===== src/rtl/pmc_pkg.sv =====
package pmc_pkg;
  typedef enum logic [1:0] {
    ST_NORM = 2'b00,
    ST_SGNT = 2'b01,
    ST_GSNP = 2'b10,
    ST_SLP  = 2'b11
  } pm_state_e;

  typedef enum logic [2:0] {
    EC_NONE       = 3'd0,
    EC_SLP_STATE  = 3'd1,
    EC_SLP_SHORT  = 3'd2,
    EC_EXIT_ORDER = 3'd3,
    EC_SNP_SLEEP  = 3'd4
  } err_cause_e;

  localparam int NUM_EVT  = 5;
  localparam int NUM_LINT = 2;
endpackage


===== src/rtl/pmc_seq.sv =====
module pmc_seq
  import pmc_pkg::*;
(
  input  logic      clk,
  input  logic      rst_n,
  input  logic      stp,
  input  logic      slp,
  input  logic      snp,
  input  logic      snp_done,
  input  logic      all_sg,
  output pm_state_e state,
  output logic      slp_first
);
  pm_state_e nxt;

  always_comb begin
    nxt = state;
    unique case (state)
      ST_NORM: if (stp) nxt = ST_SGNT;
      ST_SGNT: begin
        if (!stp)                nxt = ST_NORM;
        else if (snp)            nxt = ST_GSNP;
        else if (slp && all_sg)  nxt = ST_SLP;
      end
      ST_GSNP: if (snp_done) nxt = ST_SGNT;
      ST_SLP:  if (!slp)     nxt = ST_SGNT;
      default: nxt = ST_NORM;
    endcase
  end

  always_ff @(posedge clk) begin
    if (!rst_n) begin
      state     <= stp ? ST_SGNT : ST_NORM;
      slp_first <= 1'b0;
    end else begin
      state     <= nxt;
      slp_first <= (state == ST_SGNT) && (nxt == ST_SLP);
    end
  end

  // stop request from Normal enters Stop-Grant
  p_norm_to_sg_r2: assert property (@(posedge clk) disable iff (!rst_n)
    (state == ST_NORM && stp) |=> (state == ST_SGNT));
  // Grant-Snoop held until completion
  p_gs_hold_r3: assert property (@(posedge clk) disable iff (!rst_n)
    (state == ST_GSNP && !snp_done) |=> (state == ST_GSNP));
  // Sleep reachable only from Stop-Grant
  p_sleep_entry_r4: assert property (@(posedge clk) disable iff (!rst_n)
    (state != ST_SGNT && state != ST_SLP) |=> (state != ST_SLP));
endmodule


===== src/rtl/pmc_viol.sv =====
module pmc_viol
  import pmc_pkg::*;
(
  input  logic       clk,
  input  logic       rst_n,
  input  pm_state_e  state,
  input  logic       stp,
  input  logic       slp,
  input  logic       snp,
  input  logic       all_sg,
  input  logic       slp_first,
  output logic       err,
  output err_cause_e err_cause
);
  err_cause_e cause;
  logic snp_bad, exit_bad, short_bad, place_bad;

  always_comb begin
    snp_bad   = (state == ST_SLP && snp) || (state == ST_SGNT && snp && slp);
    exit_bad  = (state == ST_SLP) && !stp;
    short_bad = (state == ST_SLP) && slp_first && !slp;
    place_bad = slp && ((state == ST_NORM) || (state == ST_GSNP) ||
                        (state == ST_SGNT && !all_sg));
    if (snp_bad)        cause = EC_SNP_SLEEP;
    else if (exit_bad)  cause = EC_EXIT_ORDER;
    else if (short_bad) cause = EC_SLP_SHORT;
    else if (place_bad) cause = EC_SLP_STATE;
    else                cause = EC_NONE;
  end

  always_ff @(posedge clk) begin
    if (!rst_n) begin
      err       <= 1'b0;
      err_cause <= EC_NONE;
    end else begin
      err       <= (cause != EC_NONE);
      err_cause <= cause;
    end
  end

  // sleep request in Normal is flagged
  p_slp_normal_r5: assert property (@(posedge clk) disable iff (!rst_n)
    (state == ST_NORM && slp) |=> (err && err_cause == EC_SLP_STATE));
  // snoop during Sleep is flagged
  p_snoop_sleep_r8: assert property (@(posedge clk) disable iff (!rst_n)
    (state == ST_SLP && snp) |=> (err_cause == EC_SNP_SLEEP));
  // stop-clock release while asleep
  p_exit_order_r7: assert property (@(posedge clk) disable iff (!rst_n)
    (state == ST_SLP && !stp && !snp) |=> (err_cause == EC_EXIT_ORDER));
endmodule


===== src/rtl/pmc_evt.sv =====
module pmc_evt #(
  parameter int NUM_EVT  = 5,
  parameter int NUM_LINT = 2
) (
  input  logic               clk,
  input  logic               rst_n,
  input  logic               is_norm,
  input  logic [NUM_EVT-1:0] evt_req,
  input  logic               intr_set,
  input  logic               int_en,
  output logic [NUM_EVT-1:0] svc,
  output logic               svc_intr,
  output logic               pbe_n
);
  localparam logic [NUM_EVT-1:0] LINT_MASK = NUM_EVT'((1 << NUM_LINT) - 1);

  logic [NUM_EVT-1:0] lat, grant, drain;
  logic               lat_intr, intr_go;

  for (genvar i = 0; i < NUM_EVT; i++) begin : g_pri
    if (i == NUM_EVT - 1) begin : g_top
      assign grant[i] = lat[i];
    end else begin : g_low
      assign grant[i] = lat[i] & ~(|lat[NUM_EVT-1:i+1]);
    end
  end

  assign drain   = is_norm ? grant : '0;
  assign intr_go = is_norm && int_en && lat_intr && (lat == '0);
  assign pbe_n   = !(lat_intr || |(lat & LINT_MASK));

  always_ff @(posedge clk) begin
    if (!rst_n) begin
      lat      <= '0;
      svc      <= '0;
      lat_intr <= 1'b0;
      svc_intr <= 1'b0;
    end else begin
      lat      <= (lat & ~drain) | evt_req;
      svc      <= drain;
      lat_intr <= (lat_intr & ~intr_go) | intr_set;
      svc_intr <= intr_go;
    end
  end

  // at most one service pulse per cycle
  p_one_pulse_r10: assert property (@(posedge clk) disable iff (!rst_n)
    $onehot0({svc, svc_intr}));
  // pulses only follow a Normal cycle
  p_norm_only_r9: assert property (@(posedge clk) disable iff (!rst_n)
    ((|svc) || svc_intr) |-> $past(is_norm));
  // a latched bus interrupt shows as a break event
  p_intr_pbe_r11: assert property (@(posedge clk) disable iff (!rst_n)
    intr_set |=> !pbe_n);
  // masked interrupt never serviced
  p_masked_r12: assert property (@(posedge clk) disable iff (!rst_n)
    !int_en |=> !svc_intr);
endmodule


===== src/rtl/cstop_ctrl.sv =====
module cstop_ctrl
  import pmc_pkg::*;
(
  input  logic                clk,
  input  logic                rst_n,
  input  logic                stpclk_n,
  input  logic                slp_n,
  input  logic                snoop_n,
  input  logic                snp_done,
  input  logic                bus_intr,
  input  logic                all_sg,
  input  logic                int_en,
  input  logic [NUM_EVT-1:0]  evt_req,
  output logic [NUM_EVT-1:0]  svc,
  output logic                svc_intr,
  output logic                pbe_n,
  output logic                err,
  output logic [2:0]          err_cause,
  output logic [1:0]          pm_state
);
  logic       stp, slp, snp, slp_first;
  pm_state_e  state;
  err_cause_e cause;

  assign stp = !stpclk_n;
  assign slp = !slp_n;
  assign snp = !snoop_n;

  pmc_seq u_seq (
    .clk(clk), .rst_n(rst_n), .stp(stp), .slp(slp), .snp(snp),
    .snp_done(snp_done), .all_sg(all_sg), .state(state), .slp_first(slp_first)
  );

  pmc_viol u_viol (
    .clk(clk), .rst_n(rst_n), .state(state), .stp(stp), .slp(slp), .snp(snp),
    .all_sg(all_sg), .slp_first(slp_first), .err(err), .err_cause(cause)
  );

  pmc_evt #(.NUM_EVT(NUM_EVT), .NUM_LINT(NUM_LINT)) u_evt (
    .clk(clk), .rst_n(rst_n), .is_norm(state == ST_NORM), .evt_req(evt_req),
    .intr_set((state == ST_GSNP) && snp_done && bus_intr), .int_en(int_en),
    .svc(svc), .svc_intr(svc_intr), .pbe_n(pbe_n)
  );

  assign err_cause = cause;
  assign pm_state  = state;
endmodule


===== config.mk =====
export PLATFORM = sky130hd
export DESIGN_NAME = cstop_ctrl
export DESIGN_NICKNAME = d
export VERILOG_FILES = /design/src/rtl/pmc_pkg.sv /design/src/rtl/pmc_seq.sv /design/src/rtl/pmc_viol.sv /design/src/rtl/pmc_evt.sv /design/src/rtl/cstop_ctrl.sv
export SDC_FILE = /design/constraint.sdc
export NUM_CORES = 1
export LEC_CHECK = 0
export BUFFER_PORTS_ARGS = -buffer_cell sky130_fd_sc_hd__buf_2
export CAP_MARGIN = 20
export CELL_PAD_IN_SITES_DETAIL_PLACEMENT = 1
export CELL_PAD_IN_SITES_GLOBAL_PLACEMENT = 1
export CORE_UTILIZATION = 37
export DETAILED_ROUTE_END_ITERATION = 8
export PLACE_DENSITY = 0.76
export REMOVE_ABC_BUFFERS = 1
export SYNTH_ARGS = -nofsm -noshare
export SYNTH_HDL_FRONTEND = slang
export SYNTH_SLANG_ARGS = --single-unit

===== constraint.sdc =====
create_clock -name clk -period 2.1 [get_ports clk]
set_input_delay 0.21 -clock clk [delete_from_list [all_inputs] [get_ports clk]]
set_output_delay 0.21 -clock clk [all_outputs]
set_load 0.02 [all_outputs]

==> results.txt <==
- The detail route stage leaves a number of antenna-violating nets equal to 0.
- Hold/Removal Path Class: input pin to register
- The tree is rooted in a sky130_fd_sc_hd__clkbuf_4.
* Max FO, Critical Path: 14
- Final number of hold-violating endpoints: 0
- Average cell area after synthesis: 9.91 sq um
- STA classifies the critical path startpoint as a register.
* Part of the cycle the worst path needs: about two thirds
- CP arrival: between 1 and 1.5 ns
- Unique cell type count in the Yosys netlist: 33
- Number of input and output port buffers inserted: 26
- The die covers roughly 0.0023 sq mm.
- Largest cells by area after synthesis: sky130_fd_sc_hd__dfxtp_1 49%, sky130_fd_sc_hd__o21a_1 5.8%, sky130_fd_sc_hd__and3_1 4.9%
- Vias in the first global route: approximately 610
- CTS H-tree lvls: 1
- After clock tree synthesis, the flow added hold-fix buffers numbering 0.
- Via count: 650
- STA classifies the critical path endpoint as an output port.
- Met1 usage: roughly 18%
- Biggest area consumer among synthesized cells: sky130_fd_sc_hd__dfxtp_1
- First-pass DRT Iterations: 3
- DRC violations left: 0
- Cell with the largest stage delay on the worst path: sky130_fd_sc_hd__dfxtp_1
- Leading cell types in the layout, fill and taps excluded: 26 x sky130_fd_sc_hd__buf_2, 19 x sky130_fd_sc_hd__dfxtp_1, 6 x sky130_fd_sc_hd__and3_1, 6 x sky130_fd_sc_hd__o21a_1
- # Max-Cap Violations: 0
- The later pin in the worst-skew pair is clocked with a latency of 0.29 ns.
- Number of placed instances, taps included: ~130
- After detailed routing, the number of vias per cell comes to 4.96.
- Number of violations reported at the end of detailed-routing iteration 0: 3
- Synthesized flop and latch total: 19
- In this run, post-CTS repair resized a total of 0 instances.
- Entering global routing, the biggest net connects 20 pins.
* Post-layout instance count excluding filler cells: ~130
- The library cell used most frequently in the layout, excluding fill and tap cells, is sky130_fd_sc_hd__buf_2.
* Number of setup violations in the final report: 0
- Share of post-route cells with drive strength above 1: 31.7%
- For this design, the sink count on the clock tree is 19.
- Global-route met3 utilization: around 3.4%
- Power per unit of standard cell area: approximately 740 mW/mm^2
- Global routing finished with a remaining overflow of 0.
* Fin. max-slew vios: 0
- The HPWL after detailed placement is around 1100 microns.
- Clock edge transition at the registers on the reported setup and hold paths: between 0.1 and 0.15 ns
* Slew at the pin closest to its max-slew limit: ~0.52 ns
- The number of antenna violations at the first check in global routing is 0.
- Setup_tns: 0 ns
- The die is about 48 microns tall.
* Cell breakdown of the critical path: buf_2
* Die W: approximately 48 microns
- Counting both buffers and inverters, the worst setup path holds a total of 1.
- The repair_antennas step left the layout with diodes totalling 0.
- Slack of the critical path: ~0.67 ns
* Global routing's busiest layer: met2
- GR Util All Layers: 15.8%
- Yosys Warn Count: 0
- Yosys mapped a number of flops with a built-in enable equal to 0.
* Share of Yosys cell area claimed by the top area cell type: roughly half
- Leakage power: between 0.4 and 0.5 nW
- Setup repair after global routing left no endpoint under its margin.
- The floorplan has 16 rows.
- From synthesis to final layout, the design area changed by 20.9%.
- Hold is met by between 0.1 and 0.15 ns.
* Number of setup buffers added after CTS: 0
- The core region is 0.00196 sq mm.
- At the end of routability-driven placement, the weighted congestion stood at between 0.6 and 0.7.
* Crit path max-delay family: flip-flops
- For this run, the post-layout net count is 119.
- Setup slack on the worst reg-to-reg path comes out at approximately 0.74 ns.
- The largest single stage delay on the critical path is between 0.6 and 0.7 ns.
* Final min period: 1.43 ns
* Run status: finished clean
- Global routing met2 resource utilization: between 20% and 30%
* Synthesized instance count: 78
- TritonCTS built the clock tree.
- Sequential cells were found to cover between 40% and 50% of the synthesized design area.
* Mapped Area: 773 sq um
- Post-DR wirelength/cell: 11.8 microns
- Derived from the worst setup path, the maximum achievable clock frequency is 0.700 GHz.
- Clock buffer count from CTS: 3
- The worst-case IR drop observed on VDD is about 0.00038 V.
- OpenSTA, run right after detailed placement, puts the worst setup slack at roughly 0.77 ns.
- Classification of the worst setup path: register to output port
- Post-route clock skew: around 0.008 ns
- Post-Route Utilization: 47.6%
- Total Routed Length: 1550 microns
* I/O pin count: 27
- The first global-routing pass estimated approximately 2500 microns of wire.
* Endpoint required time on the critical path: approximately 1.9 ns
* Clock Tree Buf Depth: 2
- Share of flip-flops with an asynchronous set or reset: 0%
* Worst-case headroom to the max-slew limit: about 65%
* Initial Util: 39.4%
* Main flop type after synthesis: sky130_fd_sc_hd__dfxtp_1
==> through the flow <==
step           cell area (sq um)  power, W
5_1_grt                      935  0.000734
2_1_floorplan                744  0.000472
4_1_cts                      935  0.000697
3_3_place_gp                 908  0.000515
6_report                     935  0.000690
3_5_place_dp                 908  0.000518
==> synth_stat cells (2+ instances only) <==
cell and number:
sky130_fd_sc_hd__o31a_1 2, sky130_fd_sc_hd__a21boi_1 2, sky130_fd_sc_hd__buf_2 2, sky130_fd_sc_hd__o21ai_1 2, sky130_fd_sc_hd__and2_1 2, sky130_fd_sc_hd__nand2_1 5
sky130_fd_sc_hd__dfxtp_1 19, sky130_fd_sc_hd__nor2b_1 2, sky130_fd_sc_hd__nor2_1 5, sky130_fd_sc_hd__and3_1 6, sky130_fd_sc_hd__o21ai_0 2, sky130_fd_sc_hd__o21a_1 6
sky130_fd_sc_hd__inv_1 2, sky130_fd_sc_hd__a21oi_1 2
==> sequential cells by signal, indices dropped and copies added (netlist names) <==
register and cells:
u_viol.err_cause 3, u_evt.lat_intr 1, u_seq.state 2, u_viol.err 1, u_evt.lat 5, u_evt.svc 5, u_evt.svc_intr 1, u_seq.slp_first 1
==> final cells by class <==
class	count	area, sq um
fillers	248	1030
flip-flops and latches	19	380
multi-input cells	53	357
repair buffers	26	130
well taps	27	33.8
clock buffers	4	26.3
inverters	2	7.51
==> layer usage <==
| metal | wire length, microns | part of all wire [%] |
|---|---|---|
| met1 | 732 | 47 |
| met2 | 731 | 47 |
| met3 | 73 | 4.7 |
| met4 | 8 | 0.52 |
| met5 | 0 | 0 |
==> logic make-up after synthesis <==
kind of cell / Yosys count / share of synthesized area [%]
multiplexers: 1 / 1.29
AO/OA/AOI/OAI: 21 / 19.9
AND/OR/NAND/NOR: 31 / 24.9
buffers and inverters: 6 / 4.69
flip-flops: 19 / 49.2
==> where the power goes <==
part | total (W) | internal, W | switching (W)
sequential | 0.000401 | 0.000379 | 0.0000221
combinational | 0.000108 | 0.0000492 | 0.0000591
clock | 0.000181 | 0.0000738 | 0.000107
==> path summary, 6_finish.rpt <==
path                             start                   endpoint  cells past startpoint
max          u_seq.state[1]$_SDFF_PN0_                pm_state[1]                      1
min                         evt_req[3]    u_evt.lat[3]$_SDFF_PN0_                      2
max reg2reg  u_seq.state[1]$_SDFF_PN0_      u_viol.err$_SDFF_PN0_                      3
min reg2reg  u_evt.lat_intr$_SDFF_PN0_  u_evt.lat_intr$_SDFF_PN0_                      2
No activity file was read; power rests on OpenSTA's default activity.
